--- config.mk ---
export PLATFORM = sky130hd
export DESIGN_NAME = carry_skip_adder
export DESIGN_NICKNAME = d
export VERILOG_FILES = /design/src/rtl/carry_skip_adder.sv
export SDC_FILE = /design/constraint.sdc
export NUM_CORES = 1
export LEC_CHECK = 0
export BUFFER_PORTS_ARGS = -buffer_cell sky130_fd_sc_hd__buf_2
export CAP_MARGIN = 25
export CORE_MARGIN = 2
export CORE_UTILIZATION = 46
export DETAILED_ROUTE_END_ITERATION = 12
export MAX_ROUTING_LAYER = met4
export PLACE_DENSITY = 0.91
export SLEW_MARGIN = 20
export SYNTH_ARGS = -nofsm -noshare
export SYNTH_HDL_FRONTEND = slang
export SYNTH_SLANG_ARGS = --single-unit
--- constraint.sdc ---
create_clock -name vclk -period 48.8
set_input_delay 4.88 -clock vclk [all_inputs]
set_output_delay 4.88 -clock vclk [all_outputs]
set_load 0.005 [all_outputs]
--- src/rtl/carry_skip_adder.sv ---
module carry_skip_adder #(
  parameter int W = 32,
  parameter int M = 4
) (
  input  logic [W-1:0] a,
  input  logic [W-1:0] b,
  input  logic         cin,
  output logic [W-1:0] sum,
  output logic         cout
);
  localparam int NG = W / M;

  if (W % M != 0) begin : g_bad_size
    $error("carry_skip_adder: W must be a multiple of M");
  end

  logic [W-1:0]  p, g;
  logic [W-1:0]  c;
  logic [NG:0]   sc;
  logic [NG-1:0] gp;

  assign p     = a ^ b;
  assign g     = a & b;
  assign sc[0] = cin;

  for (genvar s = 0; s < NG; s++) begin : g_grp
    logic [M:0] rc;
    assign rc[0] = sc[s];
    for (genvar j = 0; j < M; j++) begin : g_bit
      assign rc[j+1]   = g[s*M+j] | (p[s*M+j] & rc[j]);
      assign c[s*M+j]  = rc[j];
    end
    assign gp[s]   = &p[s*M +: M];
    assign sc[s+1] = gp[s] ? sc[s] : rc[M];
  end

  assign sum  = p ^ c;
  assign cout = sc[NG];
endmodule

==> reports/summary.txt <==
Layout Area Growth over Synthesis: 41.6%
Most used cell along the critical path: fa_1
Pin count of the biggest net entering global routing: 4
Worst Hold Class: in -> out
Warnings, synthesis: 0
Count of input and output buffers: 98
Number of resized instances in the post-cts repair step: 0
Post-synth design cell area: 0.00127 mm²
Main area contributors after synthesis: fa_1, ha_1, inv_1
Row Count: 19
Result of the run: complete, no violations
Count of clock buffers in the final design: 0
First-pass DRT Iterations: 3
Final standard cell area without fillers: 0.00180 mm²
Synthesized-area fraction occupied by ao, oa, aoi and oai cells: 0.0394
CP Capture Type: output pin
Grt total ovfl: 0
Final wirelength: 2.88 mm
Routability congestion estimate from global placement: 0.803
Relative slew margins: 0.763
DRC marker count from the first detailed-route iteration: 33
Number of setup violations in the final report: 0
Register area: 0 µm²
Basic-gate share of the synthesized area counting and, or, nand and nor cells: 0.0807
Power density relative to cell area: 11.2 mW/mm²
Slew @ Worst Pin: 0.351 ns
Total vias in the final route: 1123
DPL Wire Length: 2.85 mm
Sequential cells: 0
Post-layout minimum cycle time: 24.42 ns
Largest family of logic cells by synthesized area: adder cells
Synth Net Count: 233
Critical Setup Path Class: in -> out
Leakage dissipation: 0.987 nW
Wire length of the first global-routing pass: 4.92 mm
Data arrival, critical path: 19.54 ns
Buffer count from post-CTS setup fixing: 0
Distinct cell type count after synthesis: 17
Fraction of synthesized cell area in xor and xnor cells: 0
Mux cell area share after synthesis: 0.0285
Layout fillers: 206
Avg Cell Area, Syn: 12.2 µm²
Share of synthesized area occupied by flip-flops and latches: 0
Number of max-cap violations: 0
Worst hold path cell count: 3
Slowest CP cell: fa_1
Die Span Y: 56.6 µm
Tot GR Track Use: 0.195
Share of the cycle needed by the critical path after routing: 0.500
Detailed-route DRC error count: 0
CTS Hold Bufs: 0
Post-synthesis cell type with the largest combined area: fa_1
Slowest Stage Delay on Critical Path: 0.42 ns
Antenna violations before repair: 0
Via count of the first global-routing pass: 1247
Setup TNS Final: 0 ns
Upper clock frequency limit: 0.0410 GHz
I/O pin total: 98
Die X: 56.6 µm
Max-slew violation count: 0
Hold_sp: b[6]
Launch point of the worst path: a[0]
Fin nets: 333
Vias/cell: 4.82
Count of inserted antenna diode cells: 0
Post-Syn Instances: 104
Placeable core region: 0.00269 mm²
Worst IR drop on VDD: 0.00824 mV
Synthesized-area fraction occupied by adder cells: 0.819
Final hold violation count: 0
Area fraction of the dominant cell type after synthesis: 0.504
Post-DR wirelength/cell: 12.4 µm
Cell area reported after detailed placement: 0.00180 mm²
Area enclosed by the die boundary: 0.00320 mm²
Post-detailed-route count of antenna-violating nets: 0
Critical Path Start Type: primary input
Layout cells sized above 1: 0.505
Worst Path Required: 43.92 ns
Setup repair after global routing missed its margin: no
Starting density of the core: 0.473
Maximum fanout along the worst path: 3
synthesized netlist by cell type, drive strengths merged:
master  count
o221ai      1
o22a        1
nand2b      1
mux2i       1
nand4       6
o21ai       1
fa         32
and4        2
a211oi      1
ha         32
nor2b       1
a21oi       3
mux2        2
nand2       5
nor2        3
nor3        1
inv        11
metrics by stage:
step / cells / hold WS (ns) / total power (W) / utilization / worst slack [ns]
6_report: 233 / 10.11 / 0.0000202 / 0.670 / 24.38
2_1_floorplan: 104 / 9.91 / 0.00000964 / - / 25.38
5_1_grt: 233 / 10.13 / 0.0000235 / 0.670 / 23.61
3_5_place_dp: 233 / 10.11 / 0.0000207 / 0.670 / 24.35
4_1_cts: 233 / 10.11 / 0.0000208 / 0.670 / 24.32
3_3_place_gp: 233 / 10.11 / 0.0000196 / 0.670 / 24.68
kinds of logic (layout without fill, tap and decap cells):
group,count (synthesis),after routing
compound gates,7,7
mux,3,3
fa+ha+maj,64,64
buf+inv,11,109
simple gates,19,19
critical path: cells and delay by family:
| family | cells | cell delay, ns |
|---|---|---|
| AO/OA/AOI/OAI | 4 | 0.54 |
| adder cells (fa/ha/maj) | 32 | 12.28 |
| buffers and inverters | 8 | 0.64 |
| multiplexers | 2 | 0.53 |
| AND/OR/NAND/NOR | 6 | 0.66 |
final timing paths:
path | end | slack [ns]
max | sum[31] | 24.38
min | sum[6] | 10.11
cell type report:
cell class / instances / area (µm²) / area share
multi-input cells: 93 / 1230 / 0.683
repair buffers: 98 / 490 / 0.272
well taps: 31 / 38.8 / 0.0215
inverters: 11 / 41.3 / 0.0229
layer usage:
| layer | track usage | up-vias | part of all wire |
|---|---|---|---|
| met2 | 0.387 | 72 | 0.55 |
| li1 | - | 529 | - |
| met3 | 0.0253 | 6 | 0.11 |
| met1 | 0.201 | 516 | 0.33 |
| met4 | 0.0374 | 0 | 0.016 |
| met5 | - | - | 0 |
cells in the final DEF, fill, tap and decap left out, drive strengths merged:
cell type and n:
nand2b 1, fa 32, o22a 1, buf 98, nand4 6, mux2i 1
a211oi 1, nor2b 1, inv 11, and4 2, o21ai 1, o221ai 1
nor3 1, nand2 5, ha 32, mux2 2, nor2 3, a21oi 3
power by group:
part	switching (W)	leakage (nW)	internal [W]	total (W)
Sequential	0	0	0	0
Clock	0	0	0	0
Combinational	0.0000100	0.987	0.0000102	0.0000202
Total	0.0000100	0.987	0.0000102	0.0000202
Note: power is estimated with default switching activity, not from simulation.
